$ cat config.mk
export PLATFORM = sky130hd
export DESIGN_NAME = bcd_calendar
export DESIGN_NICKNAME = d
export VERILOG_FILES = /design/src/rtl/rtc_cal_pkg.sv /design/src/rtl/rtc_phase.sv /design/src/rtl/rtc_clock_chain.sv /design/src/rtl/rtc_date_chain.sv /design/src/rtl/bcd_calendar.sv
export SDC_FILE = /design/constraint.sdc
export NUM_CORES = 1
export LEC_CHECK = 0
export BUFFER_PORTS_ARGS = -buffer_cell sky130_fd_sc_hd__buf_2
export CORE_ASPECT_RATIO = 1.75
export CORE_MARGIN = 4
export CORE_UTILIZATION = 60
export CTS_BUF_LIST = sky130_fd_sc_hd__clkbuf_8
export CTS_CLUSTER_SIZE = 8
export DETAILED_ROUTE_END_ITERATION = 10
export GPL_TIMING_DRIVEN = 0
export PLACE_DENSITY = 0.78
export RECOVER_POWER = 25
export SETUP_SLACK_MARGIN = 0.02
export SYNTH_ARGS = -nofsm -noshare
export SYNTH_HDL_FRONTEND = slang
export SYNTH_HIERARCHICAL = 1
export SYNTH_SLANG_ARGS = --single-unit
$ cat constraint.sdc
create_clock -name clk -period 4.8 [get_ports clk]
set_clock_uncertainty 0.2 [all_clocks]
set_input_delay 0.24 -clock clk [delete_from_list [all_inputs] [get_ports clk]]
set_output_delay 0.24 -clock clk [all_outputs]
set_load 0.05 [all_outputs]
$ cat src/rtl/rtc_cal_pkg.sv
package rtc_cal_pkg;
  localparam int BYTE_W = 8;
  localparam int SEL_W  = 3;
  localparam int HOUR_W = 6;
  localparam int DOW_W  = 3;

  typedef enum logic [SEL_W-1:0] {
    F_SEC   = 3'd0,
    F_MIN   = 3'd1,
    F_HOUR  = 3'd2,
    F_DATE  = 3'd3,
    F_MONTH = 3'd4,
    F_YEAR  = 3'd5,
    F_DOW   = 3'd6
  } field_e;

  // one BCD step, 0x09 -> 0x10, 0x19 -> 0x20
  function automatic logic [BYTE_W-1:0] bcd_inc(input logic [BYTE_W-1:0] v);
    if (v[3:0] == 4'h9) return {v[7:4] + 4'h1, 4'h0};
    else                return {v[7:4], v[3:0] + 4'h1};
  endfunction

  function automatic logic [6:0] bcd_to_bin(input logic [BYTE_W-1:0] v);
    return ({3'b000, v[7:4]} * 7'd10) + {3'b000, v[3:0]};
  endfunction

  function automatic logic year_is_leap(input logic [BYTE_W-1:0] yr);
    logic [6:0] b;
    b = bcd_to_bin(yr);
    return (b[1:0] == 2'b00);
  endfunction

  function automatic logic [BYTE_W-1:0] month_len(input logic [BYTE_W-1:0] mo,
                                                  input logic [BYTE_W-1:0] yr);
    case (mo)
      8'h02:                      return year_is_leap(yr) ? 8'h29 : 8'h28;
      8'h04, 8'h06, 8'h09, 8'h11: return 8'h30;
      default:                    return 8'h31;
    endcase
  endfunction

  // next hour value; mode24=1 : 00..23, mode24=0 : 1..12
  function automatic logic [HOUR_W-1:0] next_hour(input logic mode24,
                                                  input logic [HOUR_W-1:0] h);
    logic [BYTE_W-1:0] t;
    t = bcd_inc({2'b00, h});
    if (mode24) return (h == 6'h23) ? 6'h00 : t[HOUR_W-1:0];
    else        return (h == 6'h12) ? 6'h01 : t[HOUR_W-1:0];
  endfunction
endpackage

$ cat src/rtl/rtc_phase.sv
module rtc_phase #(
  parameter int CYC = 32768
) (
  input  logic clk,
  input  logic rst_n,
  input  logic restart,
  output logic tick
);
  localparam int CW = (CYC > 1) ? $clog2(CYC) : 1;
  localparam logic [CW-1:0] LAST = CW'(CYC - 1);

  logic [CW-1:0] cnt;
  logic          at_last;

  assign at_last = (cnt == LAST);
  assign tick    = at_last && !restart;

  always_ff @(posedge clk or negedge rst_n) begin
    if (!rst_n)                  cnt <= '0;
    else if (restart || at_last) cnt <= '0;
    else                         cnt <= cnt + 1'b1;
  end
endmodule

$ cat src/rtl/rtc_clock_chain.sv
module rtc_clock_chain
  import rtc_cal_pkg::*;
(
  input  logic              clk,
  input  logic              rst_n,
  input  logic              tick,
  input  logic              wr_en,
  input  logic [SEL_W-1:0]  wr_sel,
  input  logic [BYTE_W-1:0] wr_data,
  output logic [BYTE_W-1:0] sec_q,
  output logic [BYTE_W-1:0] min_q,
  output logic              hour_mode,
  output logic              hour_pm,
  output logic [HOUR_W-1:0] hour_val,
  output logic              day_carry
);
  logic min_carry, hour_carry, pm_flip;

  assign min_carry  = tick && (sec_q == 8'h59);
  assign hour_carry = min_carry && (min_q == 8'h59);
  assign pm_flip    = !hour_mode && (hour_val == 6'h11);
  assign day_carry  = hour_carry &&
                      (hour_mode ? (hour_val == 6'h23) : (pm_flip && hour_pm));

  always_ff @(posedge clk or negedge rst_n) begin
    if (!rst_n) begin
      sec_q     <= 8'h00;
      min_q     <= 8'h00;
      hour_mode <= 1'b0;
      hour_pm   <= 1'b0;
      hour_val  <= 6'h12;
    end else if (wr_en) begin
      case (field_e'(wr_sel))
        F_SEC: sec_q <= wr_data;
        F_MIN: min_q <= wr_data;
        F_HOUR: begin
          hour_mode <= wr_data[7];
          if (wr_data[7]) begin
            hour_val <= wr_data[5:0];
            hour_pm  <= 1'b0;
          end else begin
            hour_val <= {1'b0, wr_data[4:0]};
            hour_pm  <= wr_data[5];
          end
        end
        default: ;
      endcase
    end else if (tick) begin
      sec_q <= min_carry ? 8'h00 : bcd_inc(sec_q);
      if (min_carry) min_q <= (min_q == 8'h59) ? 8'h00 : bcd_inc(min_q);
      if (hour_carry) begin
        hour_val <= next_hour(hour_mode, hour_val);
        if (pm_flip) hour_pm <= !hour_pm;
      end
    end
  end
endmodule

$ cat src/rtl/rtc_date_chain.sv
module rtc_date_chain
  import rtc_cal_pkg::*;
(
  input  logic              clk,
  input  logic              rst_n,
  input  logic              day_carry,
  input  logic              wr_en,
  input  logic [SEL_W-1:0]  wr_sel,
  input  logic [BYTE_W-1:0] wr_data,
  output logic [BYTE_W-1:0] date_q,
  output logic [BYTE_W-1:0] month_q,
  output logic [BYTE_W-1:0] year_q,
  output logic [DOW_W-1:0]  dow_q
);
  localparam logic [DOW_W-1:0] DOW_LAST = DOW_W'(6);

  logic month_end, year_end;

  assign month_end = day_carry && (date_q >= month_len(month_q, year_q));
  assign year_end  = month_end && (month_q >= 8'h12);

  always_ff @(posedge clk or negedge rst_n) begin
    if (!rst_n) begin
      date_q  <= 8'h01;
      month_q <= 8'h01;
      year_q  <= 8'h00;
      dow_q   <= '0;
    end else if (wr_en) begin
      case (field_e'(wr_sel))
        F_DATE:  date_q  <= wr_data;
        F_MONTH: month_q <= wr_data;
        F_YEAR:  year_q  <= wr_data;
        F_DOW:   dow_q   <= wr_data[DOW_W-1:0];
        default: ;
      endcase
    end else if (day_carry) begin
      dow_q  <= (dow_q == DOW_LAST) ? '0 : dow_q + 1'b1;
      date_q <= month_end ? 8'h01 : bcd_inc(date_q);
      if (month_end) month_q <= year_end ? 8'h01 : bcd_inc(month_q);
      if (year_end)  year_q  <= (year_q == 8'h99) ? 8'h00 : bcd_inc(year_q);
    end
  end
endmodule

$ cat src/rtl/bcd_calendar.sv
module bcd_calendar
  import rtc_cal_pkg::*;
#(
  parameter int CYCLES_PER_SEC = 32768
) (
  input  logic        clk,
  input  logic        rst_n,
  input  logic        wr_en,
  input  logic [2:0]  wr_sel,
  input  logic [7:0]  wr_data,
  input  logic [2:0]  rd_sel,
  output logic [7:0]  rd_data,
  output logic        sec_pulse
);
  logic              tick;
  logic              day_carry;
  logic [BYTE_W-1:0] sec_q, min_q, date_q, month_q, year_q;
  logic              hour_mode, hour_pm;
  logic [HOUR_W-1:0] hour_val;
  logic [DOW_W-1:0]  dow_q;
  logic [BYTE_W-1:0] hour_rd;

  rtc_phase #(.CYC(CYCLES_PER_SEC)) u_phase (
    .clk(clk), .rst_n(rst_n), .restart(wr_en), .tick(tick)
  );

  rtc_clock_chain u_clock (
    .clk(clk), .rst_n(rst_n), .tick(tick),
    .wr_en(wr_en), .wr_sel(wr_sel), .wr_data(wr_data),
    .sec_q(sec_q), .min_q(min_q),
    .hour_mode(hour_mode), .hour_pm(hour_pm), .hour_val(hour_val),
    .day_carry(day_carry)
  );

  rtc_date_chain u_date (
    .clk(clk), .rst_n(rst_n), .day_carry(day_carry),
    .wr_en(wr_en), .wr_sel(wr_sel), .wr_data(wr_data),
    .date_q(date_q), .month_q(month_q), .year_q(year_q), .dow_q(dow_q)
  );

  assign hour_rd = hour_mode ? {2'b10, hour_val}
                             : {2'b00, hour_pm, hour_val[4:0]};

  always_comb begin
    case (field_e'(rd_sel))
      F_SEC:   rd_data = sec_q;
      F_MIN:   rd_data = min_q;
      F_HOUR:  rd_data = hour_rd;
      F_DATE:  rd_data = date_q;
      F_MONTH: rd_data = month_q;
      F_YEAR:  rd_data = year_q;
      F_DOW:   rd_data = {{(BYTE_W-DOW_W){1'b0}}, dow_q};
      default: rd_data = '0;
    endcase
  end

  always_ff @(posedge clk or negedge rst_n) begin
    if (!rst_n) sec_pulse <= 1'b0;
    else        sec_pulse <= tick;
  end
endmodule

==> results.toml <==
[job]
maxCapViolCount = 1

[sta]
max_freq_ghz = 0.2326
postLayoutSetupSlackWorst_ns = 0.5008
worstMarginPinSlew_ns = 3.584
min_period_ns = 4.299
timing.slew.headroom_pct = -138.9
setup_violations = 0
rsz0062_at_grt = "false"
hold_violations = 0
drv_slew = 68
fin_tns_setup_ns = 0
post-route-period-util_pct = 89.57

[logic_synthesis]
syn_nets = 558
async_flop_share_pct = 100.0
synth_area_um2 = 4883
yosysWarnings = 6
synthCells = 519
synth_seq_cells = 67
synth-main-ff-cell = "dfrtp_1"
synth.avg_cell_area_um2 = 9.409
synth-edff-count = 0
synth_seq_area_share_pct = 34.44
yosysUniqueCellTypes = 84

[global_routing]
grt_pass1_vias = 4427
track_usage_pct = 29.22
antenna_found_initial = 0
grt_pass1_wl_um = 22300
grt_overflow = 0
grt_start_max_net_pins = 68

[critical_path]
cpMaxStageDelayCell = "or4_1"
r2r_setup_slack_ns = 0.50
crit_required_ns = 4.84
rr_worst_depth = 12
crit_path_start = "u_phase/cnt[0]$_DFF_PN0_"
cp_max_fo = 9
cpPeakStageDelay_ns = 0.58
end_kind = "flop"
path_cells = "ha_1, nand3_2, nor4_4, and3b_1, nand4b_1, or4_1, a21oi_1, nand2b_1, o31ai_1, o21ai_4, a21o_4, mux2_1"
rr_startpoint = "u_phase/cnt[0]$_DFF_PN0_"
critPathLaunchType = "flop"
crit_family = "simple AND/OR/NAND/NOR gates"
cp_data_arrival_time_ns = 4.34
worstReg2RegEnd = "u_date/month_q[7]$_DFFE_PN0P_"
critPathKind = "reg -> reg"
path_buf_inv = 0

[pwr]
leakage_nw = 2.343
ir_drop_uv = 235.2
p_total_mw = 2.272
p_per_area_nw_per_um2 = 426.5

[clock_network]
cts_tree = "done"
clockBufferDepth = 2
clock-sinks = 67
clkLatencyLatePin_ns = 0.35
clkTransAtPathRegs_ns = 0.08
cts_buffers = 9
clockRootBuffer = "clkbuf_8"
cts-htree-levels = 3
ctsResizeCount = 0

[detailed_routing]
drt-total-wl_um = 14010
vias = 4422
drtPass1Iterations = 5
ant_nets = 0
drtIter0Drc = 368
vias_per_cell = 6.793
detail_route.wl_per_cell_um = 21.52
drc = 0

[cells_and_area]
area_growth_pct = 9.096
nNetsFinal = 595
fin_util_pct = 67.36
drive_above_1_share_pct = 15.69
diodes = 0

[placed_design]
gp_congestion = 0.9799
dp.final_hpwl_um = 10730
io_buffer_count = 24
dp_worst_setup_slack_ns = 0.5362

[min_path]
whs_path_depth = 3
min_from = "wr_data[4]"
hold_class = "in -> reg"
hold-path-endpoint = "u_clock/hour_val[4]$_DFFE_PN1P_"

[die]
die_area_um2 = 9703
core-area_um2 = 7909
rows = 43
die_y_um = 127.3
start_util_pct = 61.75
io_pins = 26
die_w_um = 76.20

[run_status]
status = "complete, but fails checks"
violations = "max-capacitance violations, max-slew violations"
-- report_power, final --
part           internal [mW]  total [mW]  switching [mW]
registers              0.711       0.960           0.250
logic                  0.359       0.842           0.483
clock network          0.249       0.470           0.221
-- cells in the mapped netlist (6+ instances only) --
master	number	share of area, %
a21oi_1	17	1.7
a31oi_1	9	1.2
and2_1	7	0.90
clkbuf_1	7	0.54
dfrtp_1	63	32
ha_1	22	5.6
inv_1	35	2.7
mux2_2	14	3.2
mux2i_1	22	4.5
nand2_1	41	3.2
nand2b_1	6	0.77
nand3_1	12	1.2
nand3b_1	10	1.5
nor2_1	32	2.5
nor2b_1	10	1.3
nor3_1	11	1.1
o21ai_0	38	3.9
o22ai_1	9	1.2
o31a_1	6	1.1
xnor2_1	8	1.4
xor2_1	6	1.1
-- worst register-to-register path: stages, from the launching register on --
cell,delay (ns)
dfrtp_1,0.40
ha_1,0.23
nand3_2,0.21
nor4_4,0.38
and3b_1,0.30
nand4b_1,0.20
or4_1,0.59
a21oi_1,0.48
nand2b_1,0.30
o31ai_1,0.19
o21ai_4,0.18
a21o_4,0.25
mux2_1,0.31
-- metal layers --
metal / GRT usage, % / part of all wire [%] / vias to the layer above
met1: 28.87 / 36 / 2180
met5: 0 / 0 / -
li1: - / - / 2012
met4: 21.63 / 7.0 / 0
met3: 5.571 / 4.6 / 63
met2: 53.08 / 53 / 167
-- stage by stage --
step | instance area [um^2] | instances | hold slack (ns)
after CTS | 5333 | 651 | 0.01471
after detailed placement | 5119 | 633 | 0.2072
after global routing | 5328 | 651 | 0.03531
final | 5328 | 651 | 0.03189
after floorplan | 4883 | 519 | -0.2556
after global placement | 5116 | 633 | 0.2974
-- timing repair --
action	in CTS	in global routing
endpoints found under the setup margin	0	0
endpoints found under the hold margin	64	0
buffers inserted	0	0
hold buffers	2	0
-- cell families after synthesis --
logic type,count (synthesis),share of synthesized area (%)
compound gates,153,22.60
xor+xnor,14,2.511
mux,40,9.044
buf+inv,52,4.919
simple gates,171,20.86
flops,67,34.43
fa+ha+maj,22,5.637
-- worst max path at each step --
stage	end	slack, ns	cells after the start
final	u_date/month_q[7]$_DFFE_PN0P_	0.50	12
after global routing	u_clock/min_q[1]$_DFFE_PN0P_	0.17	2
after CTS	u_date/month_q[7]$_DFFE_PN0P_	0.52	12
after detailed placement	u_date/month_q[7]$_DFFE_PN0P_	0.54	12
after global placement	u_date/month_q[7]$_DFFE_PN0P_	0.58	12
after floorplan	u_date/month_q[7]$_DFFE_PN0P_	1.20	12
-- flip-flops by register name, indices dropped and copies added (netlist names) --
signal             flops
u_date/dow_q           3
u_clock/sec_q          8
u_clock/hour_pm        1
u_clock/hour_val       6
u_date/month_q         8
u_date/year_q          8
sec_pulse              1
u_date/date_q          8
u_clock/hour_mode      1
u_phase/cnt           15
u_clock/min_q          8
-- cells in the final DEF (no fill, tap or decap), types with 4 or more instances in the layout --
cell	netlist	final
dfrtp_1	63	63
nand2_1	41	41
o21ai_0	38	38
inv_1	35	36
nor2_1	32	32
buf_2	2	24
mux2i_1	22	22
ha_1	22	22
a21oi_1	17	17
mux2_2	14	14
nand3_1	12	12
nor3_1	11	11
nand3b_1	10	10
nor2b_1	10	10
clkbuf_8	0	10
a31oi_1	9	9
clkbuf_1	7	9
o22ai_1	9	9
xnor2_1	8	8
and2_1	7	7
nand2b_1	6	6
o31a_1	6	6
xor2_1	6	6
a211oi_1	5	5
o31ai_1	5	5
a22o_1	5	5
a22oi_1	5	5
o211ai_1	5	5
buf_6	4	4
a21o_1	4	4
o221ai_1	4	4
o21a_1	4	4
a2bb2oi_1	4	4
dfstp_2	4	4
nand4_1	4	4
-- area by class of cell --
cell class | count | area [um^2]
plain buffers | 17 | 108.9
clock buffers | 10 | 137.6
clock inverters | 6 | 56.30
fillers | 660 | 2581
inverters | 35 | 131.4
multi-input cells | 400 | 2962
flip-flops and latches | 67 | 1682
well taps | 90 | 112.6
repair buffers | 26 | 137.6
Power figures use the tool's default switching activity.
